==> src/rtl/ppg_pkg.sv <==
package ppg_pkg;

    // State of one phase sequencer
    typedef struct packed {
        logic run;   // channel has made its first load
        logic lvl;   // current waveform level
        logic irq;   // end-of-high flag
    } phase_t;

endpackage

==> src/rtl/ppg_prescaler.sv <==
module ppg_prescaler #(
    parameter int NUM_TAPS = 5
) (
    input  logic                clk,
    input  logic                rst_n,
    output logic [NUM_TAPS-1:0] taps
);
    localparam int PW = NUM_TAPS - 1;

    logic [PW-1:0] p_d, p_q;

    always_comb begin
        p_d = p_q + PW'(1);
    end

    always_ff @(posedge clk or negedge rst_n) begin
        if (!rst_n) p_q <= '0;
        else        p_q <= p_d;
    end

    assign taps[0] = 1'b1;
    for (genvar s = 1; s < NUM_TAPS; s++) begin : g_tap
        assign taps[s] = &p_q[s-1:0];
    end

    // divider advances by one on every clock
    a_r2_divider_step: assert property (@(posedge clk) disable iff (!rst_n)
        1'b1 |=> p_q == $past(p_q) + PW'(1));

endmodule

==> src/rtl/ppg_slice.sv <==
module ppg_slice #(
    parameter int W = 8
) (
    input  logic         clk,
    input  logic         rst_n,
    input  logic         load,
    input  logic         dec,
    input  logic [W-1:0] load_val,
    output logic         zero
);
    logic [W-1:0] cnt_d, cnt_q;

    always_comb begin
        cnt_d = cnt_q;
        if (load)     cnt_d = load_val;
        else if (dec) cnt_d = cnt_q - W'(1);
    end

    always_ff @(posedge clk or negedge rst_n) begin
        if (!rst_n) cnt_q <= '0;
        else        cnt_q <= cnt_d;
    end

    assign zero = (cnt_q == '0);

    // a load places the reload byte in the counter
    a_r3_load_takes: assert property (@(posedge clk) disable iff (!rst_n)
        load |=> cnt_q == $past(load_val));

    // a count step lowers the counter by exactly one
    a_r3_dec_one: assert property (@(posedge clk) disable iff (!rst_n)
        (dec && !load) |=> cnt_q == $past(cnt_q) - W'(1));

endmodule

==> src/rtl/ppg_phase.sv <==
module ppg_phase
    import ppg_pkg::*;
(
    input  logic clk,
    input  logic rst_n,
    input  logic tick,
    input  logic en,
    input  logic zero,
    input  logic irq_clr,
    output logic load,
    output logic use_high,
    output logic dec,
    output logic level,
    output logic irq
);
    phase_t st_d, st_q;
    logic   irq_set;

    always_comb begin
        st_d     = st_q;
        load     = 1'b0;
        use_high = 1'b0;
        dec      = 1'b0;
        irq_set  = 1'b0;
        if (!en) begin
            st_d.run = 1'b0;
            st_d.lvl = 1'b0;
        end else if (tick) begin
            if (!st_q.run) begin
                st_d.run = 1'b1;
                st_d.lvl = 1'b0;
                load     = 1'b1;
            end else if (zero) begin
                load     = 1'b1;
                use_high = !st_q.lvl;
                st_d.lvl = !st_q.lvl;
                irq_set  = st_q.lvl;
            end else begin
                dec = 1'b1;
            end
        end
        st_d.irq = irq_set | (st_q.irq & !irq_clr);
    end

    always_ff @(posedge clk or negedge rst_n) begin
        if (!rst_n) st_q <= '0;
        else        st_q <= st_d;
    end

    assign level = st_q.lvl;
    assign irq   = st_q.irq;

    // a disabled channel drops to low
    a_r4_off_low: assert property (@(posedge clk) disable iff (!rst_n)
        !en |=> !st_q.lvl);

    // the level only moves on a count tick
    a_r3_hold_no_tick: assert property (@(posedge clk) disable iff (!rst_n)
        (en && !tick) |=> st_q.lvl == $past(st_q.lvl));

    // the flag rises only where a high phase ends
    a_r7_set_at_high_end: assert property (@(posedge clk) disable iff (!rst_n)
        $rose(st_q.irq) |-> ($past(st_q.lvl) && !st_q.lvl));

    // the flag holds until cleared
    a_r7_hold_until_clear: assert property (@(posedge clk) disable iff (!rst_n)
        (st_q.irq && !irq_clr) |=> st_q.irq);

endmodule

==> src/rtl/ppg_pair.sv <==
module ppg_pair
    import ppg_pkg::*;
#(
    parameter int CW       = 8,
    parameter int NUM_TAPS = 5
) (
    input  logic                        clk,
    input  logic                        rst_n,
    input  logic                        join_en,
    input  logic [1:0]                  ch_en,
    input  logic [1:0]                  out_en,
    input  logic [$clog2(NUM_TAPS)-1:0] clk_sel0,
    input  logic [$clog2(NUM_TAPS)-1:0] clk_sel1,
    input  logic [1:0]                  rld_wr,
    input  logic [2*CW-1:0]             low_val,
    input  logic [2*CW-1:0]             high_val,
    input  logic [1:0]                  irq_clr,
    output logic [1:0]                  pin,
    output logic [1:0]                  irq
);
    localparam int SEL_W = $clog2(NUM_TAPS);
    localparam int NCH   = 2;

    typedef struct packed {
        logic [NCH-1:0][CW-1:0] lo;
        logic [NCH-1:0][CW-1:0] hi;
    } reload_t;

    reload_t rld_d, rld_q;

    logic [NUM_TAPS-1:0]        taps;
    logic [NCH-1:0][SEL_W-1:0]  sel_in;
    logic [NCH-1:0]             tick, en_eff, zero_ch;
    logic [NCH-1:0]             load, use_high, dec, level;
    logic [NCH-1:0]             sl_load, sl_dec, sl_zero, sl_high;
    logic [NCH-1:0][CW-1:0]     sl_val;

    function automatic logic pick_tap(input logic [NUM_TAPS-1:0] t,
                                      input logic [SEL_W-1:0]    s);
        if (32'(s) >= NUM_TAPS) return t[NUM_TAPS-1];
        return t[s];
    endfunction

    // Reload bytes
    always_comb begin
        rld_d = rld_q;
        for (int c = 0; c < NCH; c++) begin
            if (rld_wr[c]) begin
                rld_d.lo[c] = low_val[c*CW +: CW];
                rld_d.hi[c] = high_val[c*CW +: CW];
            end
        end
    end

    always_ff @(posedge clk or negedge rst_n) begin
        if (!rst_n) rld_q <= '0;
        else        rld_q <= rld_d;
    end

    ppg_prescaler #(.NUM_TAPS(NUM_TAPS)) u_div (
        .clk   (clk),
        .rst_n (rst_n),
        .taps  (taps)
    );

    // Channel steering: in joined mode channel 0 drives both byte slices
    always_comb begin
        sel_in[0] = clk_sel0;
        sel_in[1] = clk_sel1;
        for (int c = 0; c < NCH; c++) tick[c] = pick_tap(taps, sel_in[c]);

        en_eff[0]  = ch_en[0];
        en_eff[1]  = ch_en[1] & !join_en;
        zero_ch[0] = join_en ? (&sl_zero) : sl_zero[0];
        zero_ch[1] = sl_zero[1];

        sl_load[0] = load[0];
        sl_dec[0]  = dec[0];
        sl_high[0] = use_high[0];
        sl_load[1] = join_en ? load[0]               : load[1];
        sl_dec[1]  = join_en ? (dec[0] & sl_zero[0]) : dec[1];
        sl_high[1] = join_en ? use_high[0]           : use_high[1];
        for (int c = 0; c < NCH; c++)
            sl_val[c] = sl_high[c] ? rld_q.hi[c] : rld_q.lo[c];

        pin[0] = level[0] & ch_en[0] & out_en[0];
        pin[1] = join_en ? (level[0] & ch_en[0] & out_en[1])
                         : (level[1] & ch_en[1] & out_en[1]);
    end

    for (genvar c = 0; c < NCH; c++) begin : g_ch
        ppg_phase u_phase (
            .clk      (clk),
            .rst_n    (rst_n),
            .tick     (tick[c]),
            .en       (en_eff[c]),
            .zero     (zero_ch[c]),
            .irq_clr  (irq_clr[c]),
            .load     (load[c]),
            .use_high (use_high[c]),
            .dec      (dec[c]),
            .level    (level[c]),
            .irq      (irq[c])
        );

        ppg_slice #(.W(CW)) u_slice (
            .clk      (clk),
            .rst_n    (rst_n),
            .load     (sl_load[c]),
            .dec      (sl_dec[c]),
            .load_val (sl_val[c]),
            .zero     (sl_zero[c])
        );
    end

    // in joined mode the upper sequencer stays idle and low
    a_r6_upper_idle: assert property (@(posedge clk) disable iff (!rst_n)
        join_en |=> !level[1]);

    // a reload write changes only the addressed byte lane
    a_r5_lane_only: assert property (@(posedge clk) disable iff (!rst_n)
        !rld_wr[1] |=> rld_q.lo[1] == $past(rld_q.lo[1]));

endmodule

==> config.mk <==
export PLATFORM = sky130hd
export DESIGN_NAME = ppg_pair
export DESIGN_NICKNAME = d
export VERILOG_FILES = /design/src/rtl/ppg_pkg.sv /design/src/rtl/ppg_prescaler.sv /design/src/rtl/ppg_slice.sv /design/src/rtl/ppg_phase.sv /design/src/rtl/ppg_pair.sv
export SDC_FILE = /design/constraint.sdc
export NUM_CORES = 1
export LEC_CHECK = 0
export BUFFER_PORTS_ARGS = -buffer_cell sky130_fd_sc_hd__clkbuf_2
export CAP_MARGIN = 10
export CORE_ASPECT_RATIO = 1.25
export CORE_MARGIN = 2
export CORE_UTILIZATION = 56
export DETAILED_ROUTE_END_ITERATION = 6
export GPL_TIMING_DRIVEN = 0
export PLACE_DENSITY = 0.78
export SLEW_MARGIN = 20
export SYNTH_ARGS = -nofsm -noshare
export SYNTH_HDL_FRONTEND = slang
export SYNTH_SLANG_ARGS = --single-unit
==> constraint.sdc <==
create_clock -name clk -period 2.7 [get_ports clk]
set_clock_uncertainty 0.1 [all_clocks]
set_input_delay 0.135 -clock clk [delete_from_list [all_inputs] [get_ports clk]]
set_output_delay 0.135 -clock clk [all_outputs]
set_load 0.05 [all_outputs]
==> results.md, run 1 <==
- Antenna Nets Post-Route: 0
- Mapped Area: 3150 µm²
- Max clock buf depth: 2
- Post-Route WL: approximately 7600 µm
- Drt pass-1 iters: 4
- Core ar.: 5440 µm²
- Total GRT Usage: about a quarter
- Cell taking the most area after synthesis: dfrtp_1
- Largest cells by area after synthesis: dfrtp_1 46%, mux2_2 11%, mux2i_1 3.2%
- Die area: 6240 µm²
- Worst skew pair latency: 0.34 ns
- Clk Tree Root Cell: clkbuf_8
- Main synth FF type: dfrtp_1
- CTS sink count: 58
- R2R depth: 8
- DIE WIDTH: 71.0 µm
- Share of layout cells above drive strength 1: a little over a third
- H-tree levels: 3
- CTS tree: yes
- Final min period: around 2.6 ns
- Final setup viols: 0
- Main combinational cell family by area after synthesis: compound AO/OA/AOI/OAI gates
- GPL Wtd Cong: between 0.8 and 0.9
- CP Capture Point: g_ch[1].u_slice.cnt_q[2]
- WP data arrival: between 2 and 3 ns
- Worst Slack Setup Final: roughly 0.14 ns
- DR vias/cell: slightly below 6
- EDFF count, synth: 0
- Sequential area share after synthesis: between 40 and 50%
- Status: finished clean
- Synth Area per Inst: 10.9 µm²
- FF-to-FF setup slack: 0.14 ns
- Ant. Diodes: 0
- Area grow syn2layout: 32.8%
- WL/cell: 16.5 µm
- Remaining global-route overflow: 0
- Vias in the first global route: ~2700
- Via Count: 2716
- Crit path max-delay family: compound AO/OA/AOI/OAI gates
- Xor/xnor share of the synthesized area: less than 1%
- I/O pin count: 53
- FILL cells: roughly 360
- P per Cell Area: about 600 nW/µm²
- Max-cap viol count: 0
- Residual DRC: 0
- Iter 0 DRT Violations: 157
- Peak VDD IR: between 0.3 and 0.4 mV
- Die height: roughly 88 µm
- Crit start category: register
- Count leader, synth: dfrtp_1
- Hold_ws: between 0.005 and 0.006 ns
- HPWL after detailed placement: ~4900 µm
- Fin crit share: between 90% and 100%
- Nets: roughly 450
- Starting Density: 57.8%
- Sequential Area: ~1500 µm²
- Largest net degree at the start of global routing: 43
- Leakage: 1.88 nW
- CP Depth: 8
- Mapped Cells: ~290
- Hold Vio Cnt, Final: 0
- Post-route non-filler standard cell count: about 460
- Critical-path top delay cell: dfrtp_1
- Worst Path Required: about 2.8 ns
- Worst Max-Slew Pin Slew: between 0.5 and 0.6 ns
- Flops & latches, synth: between 50 and 60
- Global-route wire length before repair: 12600 µm
- Top-area cell type share of the netlist area: 46.1%
- Ys Warns: 0
- RR Startpoint: u_div.p_q[0]
- Overall power: 2.53 mW
- Post-synthesis cell type count: between 60 and 70
- Multi-input gate area: 1620 µm²
- Setup Crit Path Kind: register to register
- DP Cell Count: approximately 400
- Worst R2R End: g_ch[1].u_slice.cnt_q[2]
- Compound-gate portion of the synthesized area: roughly 17%
- IO buf count: about 50
- Initial antenna violation count: 0
- Critical path, cell by cell: ha_4, ha_1, mux2i_1, a221oi_4, nand3_4, o21a_2, mux2_1, o221a_1
- Worst slew margin relative to its limit: 64.0%
- Simple-Gate Fraction of Synth Area: 15.6%
- Final-report max-slew violation count: 0
- RSZ-0062 raised after global routing: no
- Clk slew on worst S/H paths: 0.07 ns
- Max frequency: approximately 390 MHz
- Syn_nets: about 340
- Post-synth ARST share: between 90% and 100%
- Total CTS buffers: 9
- Placement Setup Slack: -0.187 ns
- Crit path capture type: register
- Adder-Cell Fraction of Synth Area: a little under 2%
- Synth top cells by count: 58 x dfrtp_1, 32 x mux2_2, 20 x nand2_1
- Buffer and inverter count on the worst path: 0
- Critical path startpoint: u_div.p_q[0]
- Mux cell area share after synthesis: 15.0%
- Hold Path Class: input port to register
- Slowest stage delay, CP: ~0.44 ns
- Worst Path Max Fanout: 5
- Row count: 30
worst register-to-register path: cells and delay by family (launching register included):
family | cells | cell delay, ns
simple gates | 1 | 0.15
flops | 1 | 0.44
compound gates | 3 | 0.96
fa+ha+maj | 2 | 0.35
mux | 2 | 0.46
layout make-up:
| class | instances | share of cell area (%) |
|---|---|---|
| multi-input combinational | 203 | 38.7 |
| sequential | 58 | 34.7 |
| timing repair buffer | 94 | 16.5 |
| clock buffer | 13 | 4.04 |
| buffer | 13 | 2.07 |
| tap | 64 | 1.92 |
| inverter | 14 | 1.26 |
| clock inverter | 2 | 0.839 |
registers in the layout, indices dropped and copies added, names as in the netlist:
name and count:
g_ch.u_phase.irq 2, g_ch.u_slice.cnt_q 16, g_ch.u_phase.level 2, rld_q 32
u_div.p_q 4, g_ch.u_phase.st_q 2
cells by family after synthesis:
family	after synthesis
buffers and inverters	27
AO/OA/AOI/OAI	69
XOR/XNOR	1
AND/OR/NAND/NOR	85
adder cells (fa/ha/maj)	5
multiplexers	43
flip-flops	58
through the flow:
step	TNS (ns)	utilization (%)	cell area [µm²]
after global routing	0	76.8	4180
final	0	76.8	4180
after CTS	0	75.1	4090
after detailed placement	-0.595	64.2	3490
after floorplan	0	-	3150
after global placement	-0.199	63.8	3470
placed cells by master, fill, tap and decap left out, types with 2 or more instances in the layout:
| cell type | netlist | layout |
|---|---|---|
| a21o_1 | 2 | 2 |
| or3b_2 | 2 | 2 |
| nor2_1 | 14 | 14 |
| buf_6 | 2 | 2 |
| o211ai_1 | 3 | 3 |
| o211a_1 | 4 | 4 |
| nand3_1 | 8 | 7 |
| nand2_1 | 20 | 19 |
| clkbuf_8 | 1 | 13 |
| dfrtp_1 | 58 | 58 |
| or3_4 | 2 | 3 |
| buf_4 | 2 | 10 |
| a211oi_1 | 6 | 6 |
| a22o_1 | 2 | 2 |
| inv_1 | 14 | 14 |
| a21oi_1 | 10 | 9 |
| o21ai_0 | 13 | 12 |
| a21o_2 | 3 | 3 |
| or3_1 | 4 | 4 |
| a221oi_1 | 2 | 2 |
| nand4_1 | 3 | 3 |
| clkbuf_4 | 1 | 2 |
| nor2b_1 | 5 | 5 |
| a22oi_1 | 2 | 2 |
| clkbuf_2 | 0 | 49 |
| dlygate4sd3_1 | 0 | 36 |
| o221ai_1 | 6 | 6 |
| nor4_1 | 3 | 3 |
| o21ai_2 | 2 | 2 |
| or4_1 | 2 | 2 |
| nor3_2 | 1 | 2 |
| ha_1 | 5 | 4 |
| mux2_2 | 32 | 32 |
| and3_1 | 2 | 2 |
| clkbuf_1 | 7 | 7 |
| mux2i_1 | 10 | 10 |
timing repair:
| item | 4_1_cts | 5_1_grt |
|---|---|---|
| hold buffers | 36 | 0 |
| pin swaps | 1 | 4 |
| setup endpoints to repair | 10 | 12 |
| cloned | 0 | 0 |
| resized for setup | 2 | 12 |
| hold endpoints to repair | 93 | 0 |
| buffers inserted | 2 | 6 |
how the worst min path moves through the flow:
stage | from | end | slack (ns) | cells after the start
6_report | ch_en[1] | g_ch[1].u_phase.st_q[2] | 0.005 | 3
2_1_floorplan | rst_n | g_ch[0].u_phase.irq | -0.26 | 0
3_5_place_dp | rst_n | rld_q[0] | -0.05 | 1
3_3_place_gp | irq_clr[0] | g_ch[0].u_phase.irq | 0.22 | 2
5_1_grt | ch_en[1] | g_ch[1].u_phase.st_q[2] | 0.008 | 3
4_1_cts | ch_en[1] | g_ch[1].u_phase.st_q[2] | 0.0002 | 3
report_power, final:
group	internal, mW	total, mW	leakage (nW)	switching (mW)
combinational	0.288	0.579	1.07	0.290
clock	0.496	0.830	0.106	0.335
sequential	1.00	1.12	0.705	0.118
routing by layer:
metal | share of wire, % | vias up | GRT usage, %
li1 | - | 1286 | -
met1 | 39 | 1333 | 30.5
met2 | 54 | 75 | 46.2
met3 | 4.0 | 22 | 5.29
met4 | 2.9 | 0 | 13.2
met5 | 0 | - | 0
Note: power is estimated with default switching activity, not from simulation.
==> run 2: changes to the inputs <==
ABC_CLOCK_PERIOD_IN_PS = 3050   (was unset)
CORE_UTILIZATION = 60   (was 56)
CTS_CLUSTER_DIAMETER = 100   (was unset)
PLACE_DENSITY = 0.83   (was 0.78)
clock period = 3.05 ns   (was 2.7 ns; I/O delays follow)
==> results.md, run 2 (synthesis gave the netlist of run 1 again) <==
- Status: finished clean (unchanged)
- Ant. Diodes: 0 (unchanged)
- Hold Path Class: input port to register (unchanged)
- Drt pass-1 iters: 4 (unchanged)
- Most common cell after layout, fill and taps aside: dfrtp_1 (unchanged)
- Row count: 29 (was 30)
- Placement Setup Slack: 0.183 ns (was -0.187 ns)
- Max clock buf depth: 2 (unchanged)
- WL/cell: 17.7 µm (was 16.5 µm)
- Max-cap viol count: 0 (unchanged)
- DIE WIDTH: 68.8 µm (was 71.0 µm)
- FILL cells: 307 (was 362)
- Post-route non-filler standard cell count: 453 (was 461)
- Sequential Area: 1450 µm² (unchanged)
- Hold_ws: 0.125 ns (was 0.00504 ns)
- Critical path, cell by cell: ha_1, ha_1, mux2i_1, a221oi_4, nand3_2, o21a_1, mux2_1, o221a_1 (was ha_4, ha_1, mux2i_1, a221oi_4, nand3_4, o21a_2, mux2_1, o221a_1)
- Initial antenna violation count: 0 (unchanged)
- HPWL after detailed placement: 5020 µm (was 4930 µm)
- Worst Max-Slew Pin Slew: 0.587 ns (was 0.535 ns)
- Via Count: 2705 (was 2716)
- Share of layout cells above drive strength 1: 32.5% (was 35.5%)
- Most frequent CP cell: ha_1
- Final-report max-slew violation count: 0 (unchanged)
- Max reg flops: 32 (unchanged)
- Overall power: 2.33 mW (was 2.53 mW)
- Largest regs: rld_q (32), g_ch.u_slice.cnt_q (16), u_div.p_q (4) (unchanged)
- RSZ-0062 raised after global routing: no (unchanged)
- Largest net degree at the start of global routing: 37 (was 43)
- Placed inst area: 3490 µm² (about the same)
- Largest register by flop count: rld_q (unchanged)
- Final setup viols: 0 (unchanged)
- Total CTS buffers: 9 (unchanged)
- IO buf count: 49 (unchanged)
- Peak VDD IR: 0.534 mV (was 0.366 mV)
- Max frequency: 353 MHz (was 391 MHz)
- CTS sink count: 58 (unchanged)
- Worst Slack Setup Final: 0.214 ns (was 0.142 ns)
- Iter 0 DRT Violations: 197 (was 157)
- I/O pin count: 53 (unchanged)
- Total Neg Setup Slack: 0 ns (unchanged)
- Antenna Nets Post-Route: 0 (unchanged)
- Clk Tree Root Cell: clkbuf_8 (unchanged)
- GPL Wtd Cong: 0.906 (was 0.830)
- Setup bufs post-CTS: 0 (was 2)
- P per Cell Area: 568 nW/µm² (was 605 nW/µm²)
- Critical-path top delay cell: a221oi_4 (was dfrtp_1)
- Clk slew on worst S/H paths: 0.07 ns (about the same)
- Hold Vio Cnt, Final: 0 (unchanged)
- Vias in the first global route: 2848 (was 2682)
- Worst Path Required: 3.19 ns (was 2.83 ns)
- Slowest stage delay, CP: 0.45 ns (was 0.44 ns)
- Die area: 5840 µm² (was 6240 µm²)
- Leakage: 1.84 nW (was 1.88 nW)
- Multi-input gate area: 1570 µm² (was 1620 µm²)
- Worst Path Max Fanout: 9 (was 5)
- Total GRT Usage: 31.3% (was 26.3%)
- Nets: 440 (was 447)
- Final min period: 2.84 ns (was 2.56 ns)
- Residual DRC: 0 (unchanged)
- Fin crit share: 93.0% (was 94.7%)
- Finished Cell Area: 4100 µm² (was 4180 µm²)
- Global-route wire length before repair: 13400 µm (was 12600 µm)
- Setup Crit Path Kind: register to register (unchanged)
- Worst skew pair latency: 0.35 ns (was 0.34 ns)
- H-tree levels: 3 (unchanged)
- Die height: 85.0 µm (was 87.8 µm)
- Area grow syn2layout: 30.3% (was 32.8%)
- DP Cell Count: 400 (was 402)
- WP data arrival: 2.97 ns (was 2.68 ns)
- Remaining global-route overflow: 0 (unchanged)
- Most frequent cells in the layout: 58 x dfrtp_1, 48 x clkbuf_2, 37 x dlygate4sd3_1, 32 x mux2_2, 20 x nand2_1 (was 58 x dfrtp_1, 49 x clkbuf_2, 36 x dlygate4sd3_1, 32 x mux2_2, 19 x nand2_1)
- CTS tree: yes (unchanged)
- Core ar.: 5080 µm² (was 5440 µm²)
- DR vias/cell: 5.97 (was 5.89)
- Starting Density: 61.9% (was 57.8%)
- Fin util: 80.7% (was 76.8%)
- Post-Route WL: 8010 µm (was 7590 µm)
- Worst slew margin relative to its limit: 60.9% (was 64.0%)
- Crit start category: register (unchanged)
- Crit path capture type: register (unchanged)
==> run 2: changes by cell type in the layout (fill, tap and decap cells not counted), sizes merged <==
cell / change
buf: -8
clkinvlp: +2
inv: +1
dlygate4sd3: +1
bufinv: +1
clkbuf: -3
==> run 2: critical path, delay by kind of cell, from the launching register on <==
family	cells	cell delay, ns
compound gates	3	1.05
fa+ha+maj	2	0.43
flops	1	0.41
mux	2	0.45
simple gates	1	0.27
==> run 2: timing repair <==
| item | in CTS | in global routing |
|---|---|---|
| hold buffers | 37 | 0 |
| resized for setup | 0 | 2 |
| endpoints found under the hold margin | 95 | 0 |
| setup endpoints to repair | 0 | 5 |
==> run 2: path summary, 6_finish.rpt <==
check / from / end / slack (ns) / depth (start not counted)
hold reg to reg: u_div.p_q[3] / u_div.p_q[3] / 0.40 / 1
setup / recovery: u_div.p_q[0] / g_ch[1].u_slice.cnt_q[2] / 0.21 / 8
hold / removal: join_en / g_ch[1].u_phase.level / 0.12 / 3
min in group asynchronous: rst_n / g_ch[1].u_slice.cnt_q[2] / 0.17 / 2
max in group asynchronous: rst_n / g_ch[1].u_slice.cnt_q[4] / 2.18 / 3
setup reg to reg: u_div.p_q[0] / g_ch[1].u_slice.cnt_q[2] / 0.21 / 8
==> run 2: power by group <==
part | switching (mW) | leakage (nW) | total (mW) | internal (mW)
Clock | 0.340 | 0.109 | 0.823 | 0.483
Combinational | 0.265 | 1.03 | 0.514 | 0.249
Sequential | 0.107 | 0.705 | 0.991 | 0.884
Total | 0.711 | 1.84 | 2.33 | 1.62
==> run 2: routing by layer <==
metal / vias to the layer above / part of all wire, % / global-route usage (%)
met4: 0 / 2.8 / 12.7
li1: 1272 / - / -
met5: - / 0 / 0
met1: 1306 / 39 / 37.3
met3: 25 / 5.0 / 8.36
met2: 102 / 53 / 52.4
==> run 2: cell type report <==
| class | count | share of cell area [%] |
|---|---|---|
| tap | 62 | 1.89 |
| sequential | 58 | 35.4 |
| multi-input combinational | 203 | 38.3 |
| inverter | 14 | 1.28 |
| buffer | 13 | 2.08 |
| clock inverter | 6 | 2.17 |
| timing repair buffer | 87 | 15.6 |
| clock buffer | 10 | 3.36 |
